--- src/rtl/pin_irq_pkg.sv ---
package pin_irq_pkg;
  localparam int unsigned PIN_EXT  = 0;
  localparam int unsigned PIN_SMI  = 1;
  localparam int unsigned PIN_MCK  = 2;
  localparam int unsigned PIN_STOP = 3;
  localparam int unsigned PIN_HRST = 4;
  localparam int unsigned PIN_SRST = 5;
  localparam int unsigned NUM_DEF  = 6;

  localparam int unsigned SRC_EXT  = 0;
  localparam int unsigned SRC_SMI  = 1;
  localparam int unsigned SRC_MCK  = 2;
  localparam int unsigned SRC_SRST = 3;
  localparam int unsigned NUM_SRC  = 4;
endpackage

--- src/rtl/pin_irq_sync.sv ---
module pin_irq_sync #(
  parameter int unsigned WIDTH  = 8,
  parameter int unsigned STAGES = 2
) (
  input  logic             clk_i,
  input  logic             rst_ni,
  input  logic [WIDTH-1:0] d_i,
  output logic [WIDTH-1:0] q_o
);
  logic [STAGES-1:0] chain_q [WIDTH];

  for (genvar b = 0; b < WIDTH; b++) begin : g_bit
    always_ff @(posedge clk_i or negedge rst_ni) begin
      if (!rst_ni) chain_q[b] <= '0;
      else if (STAGES == 1) chain_q[b] <= d_i[b];
      else chain_q[b] <= {chain_q[b][STAGES-2:0], d_i[b]};
    end
    assign q_o[b] = chain_q[b][STAGES-1];
  end
endmodule

--- src/rtl/pin_irq_level_reg.sv ---
module pin_irq_level_reg
  import pin_irq_pkg::*;
#(
  parameter int unsigned NUM_IN = 8
) (
  input  logic              clk_i,
  input  logic              rst_ni,
  input  logic [NUM_IN-1:0] smp_i,
  output logic [NUM_IN-1:0] level_o,
  output logic [NUM_IN-1:0] rise_o,
  output logic [NUM_IN-1:0] fall_o
);
  for (genvar i = 0; i < NUM_IN; i++) begin : g_pin
    if (i < NUM_DEF) begin : g_def
      logic lvl_q;
      always_ff @(posedge clk_i or negedge rst_ni) begin
        if (!rst_ni) lvl_q <= 1'b0;
        else lvl_q <= smp_i[i];
      end
      assign level_o[i] = lvl_q;
      assign rise_o[i]  = smp_i[i] & ~lvl_q;
      assign fall_o[i]  = ~smp_i[i] & lvl_q;
    end else begin : g_undef
      // undefined index: never recorded, never an event
      assign level_o[i] = 1'b0;
      assign rise_o[i]  = 1'b0;
      assign fall_o[i]  = 1'b0;
    end
  end
endmodule

--- src/rtl/pin_irq_pend.sv ---
module pin_irq_pend
  import pin_irq_pkg::*;
#(
  parameter int unsigned NUM_IN = 8
) (
  input  logic               clk_i,
  input  logic               rst_ni,
  input  logic [NUM_IN-1:0]  rise_i,
  input  logic [NUM_IN-1:0]  fall_i,
  input  logic [NUM_SRC-1:0] ack_i,
  output logic [NUM_SRC-1:0] pend_o
);
  logic [NUM_SRC-1:0] set_d, clr_d, pend_q;

  always_comb begin
    set_d = '0;
    clr_d = '0;
    set_d[SRC_EXT]  = rise_i[PIN_EXT];
    clr_d[SRC_EXT]  = fall_i[PIN_EXT];
    set_d[SRC_SMI]  = rise_i[PIN_SMI];
    clr_d[SRC_SMI]  = fall_i[PIN_SMI];
    set_d[SRC_MCK]  = fall_i[PIN_MCK];   // falling edge only
    set_d[SRC_SRST] = rise_i[PIN_SRST];
    clr_d[SRC_SRST] = fall_i[PIN_SRST];
  end

  // set beats acknowledge on the same edge
  always_ff @(posedge clk_i or negedge rst_ni) begin
    if (!rst_ni) pend_q <= '0;
    else pend_q <= (pend_q & ~clr_d & ~ack_i) | set_d;
  end

  assign pend_o = pend_q;
endmodule

--- src/rtl/pin_irq_ctrl.sv ---
module pin_irq_ctrl
  import pin_irq_pkg::*;
#(
  parameter int unsigned NUM_IN      = 8,
  parameter int unsigned SYNC_STAGES = 2
) (
  input  logic               clk_i,
  input  logic               rst_ni,
  input  logic [NUM_IN-1:0]  pins_i,
  input  logic [NUM_SRC-1:0] ack_i,
  output logic [NUM_SRC-1:0] pend_o,
  output logic               irq_o,
  output logic               halt_o,
  output logic               hreset_o,
  output logic [NUM_IN-1:0]  level_o
);
  logic [NUM_IN-1:0] smp, rise, fall, level;

  pin_irq_sync #(.WIDTH(NUM_IN), .STAGES(SYNC_STAGES)) u_sync (
    .clk_i(clk_i), .rst_ni(rst_ni), .d_i(pins_i), .q_o(smp)
  );

  pin_irq_level_reg #(.NUM_IN(NUM_IN)) u_lvl (
    .clk_i(clk_i), .rst_ni(rst_ni), .smp_i(smp),
    .level_o(level), .rise_o(rise), .fall_o(fall)
  );

  pin_irq_pend #(.NUM_IN(NUM_IN)) u_pend (
    .clk_i(clk_i), .rst_ni(rst_ni), .rise_i(rise), .fall_i(fall),
    .ack_i(ack_i), .pend_o(pend_o)
  );

  assign irq_o    = |pend_o;
  assign halt_o   = level[PIN_STOP];
  assign hreset_o = level[PIN_HRST];
  assign level_o  = level;
endmodule

--- config.mk ---
export PLATFORM = sky130hd
export DESIGN_NAME = pin_irq_ctrl
export DESIGN_NICKNAME = d
export VERILOG_FILES = /design/src/rtl/pin_irq_pkg.sv /design/src/rtl/pin_irq_sync.sv /design/src/rtl/pin_irq_level_reg.sv /design/src/rtl/pin_irq_pend.sv /design/src/rtl/pin_irq_ctrl.sv
export SDC_FILE = /design/constraint.sdc
export NUM_CORES = 1
export LEC_CHECK = 0
export ABC_AREA = 0
export BUFFER_PORTS_ARGS = -buffer_cell sky130_fd_sc_hd__buf_2
export CORE_ASPECT_RATIO = 1.1
export CORE_MARGIN = 8
export CORE_UTILIZATION = 40
export DETAILED_ROUTE_END_ITERATION = 7
export MAX_ROUTING_LAYER = met4
export PLACE_DENSITY = 0.69
export SLEW_MARGIN = 10
export SYNTH_ARGS = -nofsm -noshare
export SYNTH_HDL_FRONTEND = slang
export SYNTH_SLANG_ARGS = --single-unit
--- constraint.sdc ---
create_clock -name clk_i -period 2.82 [get_ports clk_i]
set_input_delay 0.564 -clock clk_i [delete_from_list [all_inputs] [get_ports clk_i]]
set_output_delay 0.564 -clock clk_i [all_outputs]
set_load 0.1 [all_outputs]
== Word-level counts from Yosys, hierarchy flattened ==
Index checks and enable logic that the tools add are counted.

* Logic and storage cells: 33
* Output and inout port bits: 15
* Flip-flop bits (word level): 22
* Bits of input ports: 14

* Bitwise operators: 19
* Reduce and logical (&&, ||, !) cells: 1

{| class="wikitable"
|+ Operators by type and width
! cell !! count
|-
| $and A4 B4 Y4 || 2
|-
| $not A4 Y4 || 2
|-
| $and A1 B1 Y1 || 7
|-
| $not A1 Y1 || 7
|-
| $or A4 B4 Y4 || 1
|-
| $reduce_or A4 Y1 || 1
|}

== Depth between registers and ports, before layout ==
Gate-level depths: netlist of run 1.

* Word-level depth: 6
* Gate-level depth with buffers: 2

== Modules after synthesis ==
A second synthesis of run 1 with hierarchy kept.

* Cells, all modules: 70
* Area total of the unflattened synthesis: 977.2 µm²

{| class="wikitable"
|+ By module, submodules not included
! module !! seq. area each (µm²) !! area each (µm²) !! cells an instance !! instances
|-
| pin_irq_sync || 400.4 || 460.4 || 24 || 1
|-
| pin_irq_level_reg || 150.1 || 349.1 || 31 || 1
|-
| pin_irq_pend || 100.1 || 145.1 || 12 || 1
|-
| pin_irq_ctrl || 0.0 || 22.5 || 3 || 1
|}

== Least setup slack after synthesis of run 1 ==
OpenSTA, ideal clock, no wires.

* Path type: register -> output
* Start point: register u_pend.pend_q[0], in the netlist u_pend.pend_o[0]
* End point: output port irq_o
* Buffers on the path: 0
* Setup slack: 0.444 ns
* Cell stages (with the launch flop): 2
* Arrival: 1.812 ns
* Path through: dfrtp_1 -> or4_1

* Word-level cells in the longest chain between the ends: 1

{| class="wikitable"
|+ RTL lines
! item !! RTL line !! source
|-
| start: declaration || pin_irq_pend.sv:13 || <nowiki>logic [NUM_SRC-1:0] set_d, clr_d, pend_q;</nowiki>
|-
| start signal: assignment || pin_irq_pend.sv:30 || <nowiki>else pend_q <= (pend_q & ~clr_d & ~ack_i) | set_d;</nowiki>
|-
| $reduce_or A4 Y1 || pin_irq_ctrl.sv:33 || <nowiki>assign irq_o = |pend_o;</nowiki>
|-
| end: declaration || pin_irq_ctrl.sv:12 || <nowiki>output logic irq_o,</nowiki>
|}

Every way passes these cells.

== Final worst setup path of run 1 ==
* Start point: register u_pend.pend_q[1], in the netlist u_pend.pend_o[1]
* End point: output port irq_o

Same word-level chain as after synthesis.

==> impl_metrics.csv, run 1 <==
group,metric,value,unit
clock_network,ctsHtreeMaxLevel,1,
sta,drv_slew,0,
yosys,ys_warn_count,0,
yosys,synthCells,44,
clock_network,cts_buffers,3,
clock_network,ctsLongestPathBuffers,2,
sta,hold_viol,0,
worst_setup_path,crit_path_start_kind,"register",
drt,drt-wirelength-per-cell,12.6,µm
clock_network,cts_setup_buffers,0,
flow_run,maxCapViolations,0,
yosys,yosys.area_share.xor_xnor,0,%
yosys,syn_area,696,µm²
drt,via_count,354,
run_status,status,"finished clean",
sta,layout_min_cycle_time,2060,ps
clock_network,path_clk_slew,110,ps
global_route,track_usage,6.64,%
sta,skew,7.60,ps
placed_design,dp.cells,79,
layout,drive_gt1_share,42.2,%
die,die_y,59.7,µm
clock_network,hold_buffers,0,
sta,fmax,0.485,GHz
yosys,synth_cell_type_count,8,
worst_hold_path,min_path_type,"primary input to async pin",
layout,n_antenna_cell,0,
clock_network,cts_tree,"done",
global_route,grt_pass1_wl,1.64,mm
placed_design,place_congestion,0.592,
clock_network,cts_root_buffer,"clkbuf_4",
global_route,grt_pass1_vias,378,
power,power.total,0.607,mW
drt,vias_per_cell,4.32,
die,io_pins,29,
die,die_area,3330,µm²
global_route,overflow,0,
drt,drc,0,
sta,period_share,73.2,%
worst_setup_path,worstSetupPathType,"register to primary output",
layout,nNetsFinal,80,
yosys,ys_seq_area_share,79.1,%
drt,wirelength,1.03,mm
global_route,antenna_found_initial,0,
worst_setup_path,worst_setup_path_end_kind,"primary output",
sta,finalSetupViolations,0,
drt,drt_iter0_drc,4,
yosys,ys_seq_elements,22,
yosys,synth_compound_area_share,0.899,%
die,coreArea,1700,µm²
worst_setup_path,slowest_delay,490,ps
worst_setup_path,worstPathCellList,"or4_1 -> buf_2",
yosys,synthSimpleGateAreaFrac,3.78,%
placed_design,io_buffers,24,
worst_setup_path,crit_fanout,3,
clock_network,clock_sinks,22,
drt,firstDrtPassIters,2,
yosys,avgSynthCellArea,15.8,µm²
yosys,synth_top_family_by_area,"buffers and inverters",
clock_network,ctsResizeCount,0,
power,p_leak,0.418,nW
die,initial_utilization,40.9,%
power,power.density,755,nW/µm²
power,ir_worst_vdd,0.328,mV
die,dieWidth,55.8,µm
drt,antenna_left,0,
yosys,synth_fa_ha_area_share,4.32,%
sta,holdWs,195,ps
sta,fin_tns_setup,0,ps
worst_setup_path,cp.required,2260,ps
global_route,grt_start_max_net_pins,23,
layout,syn_to_final_growth,15.6,%
clock_network,clk-insertion-delay-late,300,ps
worst_setup_path,cp.arrival,1500,ps
yosys,netlist.area_leader.share,79.1,%
layout,instances_no_fill,82,
yosys,synthMuxAreaShare,0,%
sta,rsz0062_at_grt,"no",
yosys,yosys.area.top_type,"dfrtp_1",
worst_setup_path,cp_slowest_cell,"or4_1",
yosys,ys_top_cells_by_area,"dfrtp_1 79%, buf_4 8.6%, maj3_1 4.3%",
die,rows,16,
==> flip-flops by register name, summed over array words and instances (netlist names) <==
signal and flops:
u_lvl.g_pin.g_def.lvl_q 6, u_sync.chain_q 6, u_sync.q_o 6, u_pend.pend_o 4
==> worst max-delay path, delay by kind of cell (launching register included) <==
kind,cells,cell delay [ps]
buffers and inverters,1,300
and+or+nand+nor,1,490
DFF,1,410
==> routing by layer <==
layer	GRT usage (%)	wire length (µm)	up-vias
met2	9.62	468	16
met3	3.61	91	4
met1	6.57	443	166
met5	-	0	-
li1	-	-	168
met4	5.28	27	0
==> cell usage after synthesis, drive strengths merged <==
master	number
buf	8
dfrtp	22
o22ai	1
nor2b	3
conb	1
maj3	3
inv	5
or4	1
==> cell families (layout without fill, tap and decap cells) <==
family / count (synthesis) / after routing
AOI/OAI and AO/OA: 1 / 1
adders and majority gates: 3 / 3
buffers and inverters: 13 / 32
DFF: 22 / 22
other: 1 / 2
and+or+nand+nor: 4 / 4
==> metrics by stage <==
step	area, µm²	setup WS [ps]	utilization, %
after CTS	805	742	47.3
after global placement	782	1090	46.0
final	805	756	47.3
after detailed placement	782	1090	46.0
after global routing	805	682	47.3
after floorplan	699	444	-
==> worst paths after layout <==
check	startpoint	endpoint	slack, ps	depth (start not counted)
setup / recovery	u_pend.pend_o[1]	irq_o	760	2
hold / removal	rst_ni	u_lvl.g_pin[1].g_def.lvl_q	190	1
setup reg to reg	u_pend.pend_o[1]	u_pend.pend_o[1]	1820	2
hold reg to reg	u_sync.chain_q[10]	u_sync.q_o[2]	350	0
max in group asynchronous	rst_ni	u_lvl.g_pin[4].g_def.lvl_q	2300	1
min in group clk_i	u_sync.chain_q[10]	u_sync.q_o[2]	350	0
==> placed cells by master, fill, tap and decap left out <==
master and n:
buf_2 24, dfrtp_1 22, inv_1 5, nor2b_1 3
maj3_1 3, clkbuf_4 3, conb_1 2, or4_1 1
o22ai_1 1
==> power breakdown <==
part	switching, mW	internal (mW)
Clock	0.0821	0.0498
Combinational	0.116	0.0184
Sequential	0.00785	0.333
==> layout make-up <==
type | instances | area [µm²]
fillers | 146 | 897
flip-flops and latches | 22 | 551
repair buffers | 24 | 120
multi-input cells | 10 | 70.1
clock buffers | 3 | 22.5
well taps | 18 | 22.5
inverters | 5 | 18.8
No activity file was read; power rests on OpenSTA's default activity.
==> run 2, diff against run 1 <==
--- a/config.mk
+++ b/config.mk
@@ -12,7 +12,7 @@
 export CORE_UTILIZATION = 40
 export DETAILED_ROUTE_END_ITERATION = 7
 export MAX_ROUTING_LAYER = met4
-export PLACE_DENSITY = 0.69
+export PLACE_DENSITY = 0.71
 export SLEW_MARGIN = 10
 export SYNTH_ARGS = -nofsm -noshare
 export SYNTH_HDL_FRONTEND = slang
==> constraint.sdc (replaced) <==
create_clock -name clk_i -period 1.8 [get_ports clk_i]
set_input_delay 0.36 -clock clk_i [delete_from_list [all_inputs] [get_ports clk_i]]
set_output_delay 0.36 -clock clk_i [all_outputs]
set_load 0.1 [all_outputs]
==> run 2 against run 1 <==
Compared with the run above: sequential power is 57% higher; via count is 1.1% higher; global-route usage is 0.45 points higher; core utilization is 2.6 points higher; non-clock buffer count is 2 higher; count of clock-buffer cells in the layout is 1 higher; combinational power is 68% higher; wire length is 3.1% higher; sequential share of layout area is 3.0 points lower; clock skew is 3.7 ps lower; critical endpoint unchanged; largest cell class unchanged; highest routed layer is now met3.
==> impl_metrics.csv, run 2 (synthesis results as in run 1) <==
group,metric,value,unit
run_status,status,"finished clean",
global_route,use_met3,2.12,%
sta,period_share,99.4,%
layout,nNetsFinal,82,
layout,final_common_cell,"buf_2",
layout,layout_common_cells,"23 x buf_2, 18 x dfrtp_1, 5 x inv_1",
die,io_pins,29,
global_route,grt_pass1_vias,410,
worst_setup_path,cp.required,1440,ps
layout,fin_util,49.9,%
global_route,overflow,0,
global_route,grt_start_max_net_pins,23,
layout,syn_to_final_growth,22.1,%
placed_design,placed_cell_area,791,µm²
drt,drt-wirelength-per-cell,12.5,µm
global_route,antenna_found_initial,0,
die,die_area,3330,µm²
worst_setup_path,crit_path_start_kind,"register",
drt,antenna_left,0,
global_route,track_usage,7.09,%
die,initial_utilization,40.9,%
clock_network,clock_sinks,22,
power,power.density,1140,nW/µm²
placed_design,dp_hpwl,841,µm
clock_network,clk-insertion-delay-late,290,ps
worst_setup_path,crit_fanout,3,
die,coreArea,1700,µm²
clock_network,ctsHtreeMaxLevel,1,
flow_run,maxCapViolations,0,
layout,n_antenna_cell,0,
clock_network,cts_buffers,3,
layout,multi_input_area,73.8,µm²
global_route,grt_busiest_layer,"met2",
global_route,grtUsageMet1,7.82,%
sta,finalSetupViolations,0,
drt,drc,0,
die,dieWidth,55.8,µm
global_route,grt.met2_usage,10.7,%
drt,via_count,358,
worst_hold_path,min_path_type,"primary input to register",
drt,firstDrtPassIters,2,
die,die_y,59.7,µm
clock_network,path_clk_slew,100,ps
sta,fin_tns_setup,0,ps
worst_setup_path,worstSetupPathType,"register to primary output",
global_route,grt_pass1_wl,1.83,mm
layout,seq_area,556,µm²
layout,nFillCells,151,
sta,fmax,0.559,GHz
drt,wirelength,1.06,mm
placed_design,io_buffers,24,
power,power.total,0.971,mW
sta,rsz0062_at_grt,"yes",
placed_design,place_congestion,0.645,
worst_setup_path,cp.arrival,1430,ps
power,p_leak,0.432,nW
clock_network,cts_root_buffer,"clkbuf_4",
layout,final_cell_area,850,µm²
power,ir_worst_vdd,0.622,mV
drt,drt_iter0_drc,1,
clock_network,ctsLongestPathBuffers,2,
clock_network,cts_tree,"done",
worst_setup_path,worst_setup_path_end_kind,"primary output",
sta,hold_viol,0,
sta,drv_slew,0,
sta,skew,3.89,ps
layout,drive_gt1_share,49.3,%
die,rows,16,
drt,vias_per_cell,4.21,
sta,layout_min_cycle_time,1790,ps
[run 2: cell types whose count changed in the layout (fill, tap and decap cells not counted)]
cell / before / now
dlygate4sd3_1: 0 / 1
or4_1: 1 / 0
dfrtp_1: 22 / 18
or4_4: 0 / 1
buf_2: 24 / 23
dfrtp_2: 0 / 4
buf_4: 0 / 1
clkbuf_1: 0 / 1
buf_12: 0 / 1
[run 2: repair_timing]
action,4_1_cts,5_1_grt
hold buffers,1,0
pin swaps,0,1
setup endpoints to repair,1,1
setup buffers,0,1
resized for setup,3,1
endpoints found under the hold margin,11,0
[run 2: path summary, 6_finish.rpt]
path	from	end	slack, ps	cells past startpoint
setup / recovery	u_pend.pend_o[0]	irq_o	10	2
hold / removal	pins_i[5]	u_sync.chain_q[4]	170	1
max in group asynchronous	rst_ni	u_pend.pend_o[0]	910	2
min in group asynchronous	rst_ni	u_sync.chain_q[12]	540	2
hold reg to reg	u_sync.chain_q[8]	u_sync.q_o[3]	360	0
setup reg to reg	u_pend.pend_o[1]	u_pend.pend_o[1]	780	2
[run 2: layout make-up]
| type | instances | area share (%) |
|---|---|---|
| Tap cell | 18 | 2.65 |
| Sequential cell | 22 | 65.4 |
| Clock buffer | 4 | 3.09 |
| Multi-Input combinational cell | 10 | 8.69 |
| Inverter | 5 | 2.21 |
| Timing Repair Buffer | 26 | 18.0 |
[run 2: worst max-delay path: stages, from the launching register on]
cell and delay, ps:
dfrtp_2 420, or4_4 540, buf_12 180
[run 2: layer usage]
layer  part of all wire (%)  wire [µm]
met3                    7.0         74
met4                      0          0
met5                      0          0
met2                     52        556
met1                     41        433
[run 2: through the flow]
step	std cells	hold WS [ps]	worst slack [ps]
global route	85	137	-42.5
finish	85	169	11.2
floorplan	45	64.4	70.7
detailed placement	79	333	235
global placement	79	326	237
CTS	84	153	-3.75
[run 2: where the power goes]
group / total, mW / switching, mW / internal (mW)
sequential: 0.535 / 0.0118 / 0.523
combinational: 0.227 / 0.186 / 0.0410
clock: 0.210 / 0.124 / 0.0860
total: 0.971 / 0.321 / 0.650
==> run 3, diff against run 2 <==
--- a/config.mk
+++ b/config.mk
@@ -12,7 +12,7 @@
 export CORE_UTILIZATION = 40
 export DETAILED_ROUTE_END_ITERATION = 7
 export MAX_ROUTING_LAYER = met4
-export PLACE_DENSITY = 0.71
+export PLACE_DENSITY = 0.73
 export SLEW_MARGIN = 10
 export SYNTH_ARGS = -nofsm -noshare
 export SYNTH_HDL_FRONTEND = slang
==> run 3 against run 2 <==
Compared with the run above: the flow now finishes with violations (negative setup slack); global-route usage is 0.13 points higher; die area stayed put; cell area rose by 2.1%; register-to-register slack got worse by 100 ps; wire length increased by 1.8%; non-clock buffer count rose by 1; final cell count grew 1.2%; critical endpoint unchanged; first-iteration DRC count grew 100%; critical path type unchanged.
==> impl_metrics.csv, run 3 (synthesis results as in run 1) <==
group,metric,value,unit
worst_setup_path,worstSetupPathType,"register to primary output",
layout,drive_gt1_share,51.5,%
power,p_comb_share,22.4,%
worst_setup_path,worstPathCellList,"or4_4 -> buf_12",
global_route,track_usage,7.22,%
run_status,status,"complete, but fails checks",
power,power.total,1.02,mW
power,power.density,1180,nW/µm²
die,dieWidth,55.8,µm
drt,vias_per_cell,4.21,
sta,fmax,0.554,GHz
sta,holdWs,155,ps
sta,period_share,100,%
power,power_frac_seq,52.2,%
power,ir_worst_vdd,0.638,mV
worst_setup_path,reg2reg_depth,3,
sta,fin_tns_setup,-5.95,ps
power,power_frac_clock,25.4,%
layout,n_antenna_cell,0,
worst_setup_path,cp_slowest_cell,"or4_4",
flow_run,maxCapViolations,0,
power,p_int,0.689,mW
clock_network,clk-insertion-delay-late,300,ps
drt,drt-wirelength-per-cell,12.6,µm
drt,drt_iter0_drc,2,
layout,nNetsFinal,83,
clock_network,cts_root_buffer,"clkbuf_4",
clock_network,clock_sinks,22,
clock_network,cts_tree,"done",
worst_setup_path,crit_fanout,2,
worst_setup_path,worst_setup_path_end_kind,"primary output",
clock_network,ctsLongestPathBuffers,2,
global_route,antenna_found_initial,0,
worst_setup_path,cp.arrival,1450,ps
drt,wirelength,1.08,mm
clock_network,ctsHtreeMaxLevel,1,
global_route,overflow,0,
power,swShare,32.7,%
worst_hold_path,worstHoldPathCells,1,
worst_hold_path,min_path_type,"primary input to register",
global_route,grt_pass1_wl,1.77,mm
global_route,grt_pass1_vias,415,
sta,hold_viol,0,
placed_design,dp_hpwl,803,µm
layout,syn_to_final_growth,24.6,%
sta,postLayoutSetupSlackWorst,-5.95,ps
run_status,violations,"negative setup slack",
die,io_pins,29,
power,p_sw,0.335,mW
power,p_leak,0.443,nW
die,coreArea,1700,µm²
worst_setup_path,crit_path_start_kind,"register",
drt,drc,0,
drt,via_count,362,
placed_design,place_congestion,0.640,
layout,layout_common_cells,"23 x buf_2, 18 x dfrtp_1, 5 x inv_1",
global_route,grt_start_max_net_pins,23,
clock_network,path_clk_slew,110,ps
drt,antenna_left,0,
clock_network,cts_buffers,3,
placed_design,io_buffers,24,
die,die_area,3330,µm²
layout,final_common_cell,"buf_2",
die,rows,16,
worst_setup_path,cp.required,1440,ps
drt,firstDrtPassIters,3,
die,die_y,59.7,µm
sta,layout_min_cycle_time,1810,ps
sta,finalSetupViolations,1,
sta,drv_slew,0,
sta,rsz0062_at_grt,"yes",
die,initial_utilization,40.9,%
sta,skew,0.685,ps
worst_setup_path,slowest_delay,550,ps
==> run 3: cell count changes in the layout (fill, tap and decap cells not counted) <==
cell / previous run / this run
buf_4: 1 / 2
clkbuf_1: 1 / 0
clkbuf_8: 0 / 1
==> run 3: worst paths after layout <==
path | slack, ps | end | startpoint
setup / recovery | -6 | irq_o | u_pend.pend_o[0]
hold reg to reg | 360 | u_sync.q_o[3] | u_sync.chain_q[8]
setup reg to reg | 680 | u_pend.pend_o[0] | u_pend.pend_o[0]
hold / removal | 150 | u_sync.chain_q[14] | pins_i[0]
min in group asynchronous | 530 | u_sync.chain_q[14] | rst_ni
max in group asynchronous | 940 | u_pend.pend_o[2] | rst_ni
==> run 3: repair_timing <==
| item | 4_1_cts | 5_1_grt |
|---|---|---|
| setup buffers | 2 | 0 |
| endpoints found under the setup margin | 1 | 1 |
| gates cloned | 0 | 0 |
| hold endpoints to repair | 22 | 0 |
| pin swaps | 1 | 1 |
| gates resized for setup | 4 | 0 |
| hold buffers | 1 | 0 |
==> run 3: per-stage QoR <==
step	instances	cell area, µm²	worst slack (ps)	util [%]
6_report	86	867	-5.95	51.0
5_1_grt	86	867	-42.4	51.0
4_1_cts	86	867	-11.2	51.0
3_5_place_dp	79	791	235	46.5
3_3_place_gp	79	791	237	46.5
2_1_floorplan	45	708	70.7	-
==> run 3: cell type report <==
cell class / instances / area [µm²]
Timing Repair Buffer: 27 / 160
Clock buffer: 4 / 36.3
Sequential cell: 22 / 556
Tap cell: 18 / 22.5
Multi-Input combinational cell: 10 / 73.8
Fill cell: 154 / 835
Inverter: 5 / 18.8
==> run 3: power groups by stage <==
stage / logic, mW / clock network, mW / registers, mW
final: 0.229 / 0.260 / 0.535
after global routing: 0.237 / 0.288 / 0.539
after CTS: 0.231 / 0.267 / 0.535
after detailed placement: 0.216 / 0 / 0.545
after global placement: 0.214 / 0 / 0.544
after floorplan: 0.114 / 0 / 0.615
==> run 3: worst max-delay path, delay by kind of cell (launching register included) <==
family / cells / cell delay (ps)
buffers and inverters: 1 / 180
and+or+nand+nor: 1 / 550
DFF: 1 / 420
==> run 3: metal layers <==
metal	wire length, µm	vias to the layer above	track usage (%)	share of wire, %
met5	0	-	-	0
met1	485	169	7.30	45
met3	59	4	1.91	5.5
met2	496	16	10.6	46
li1	-	173	-	-
met4	40	0	8.45	3.7
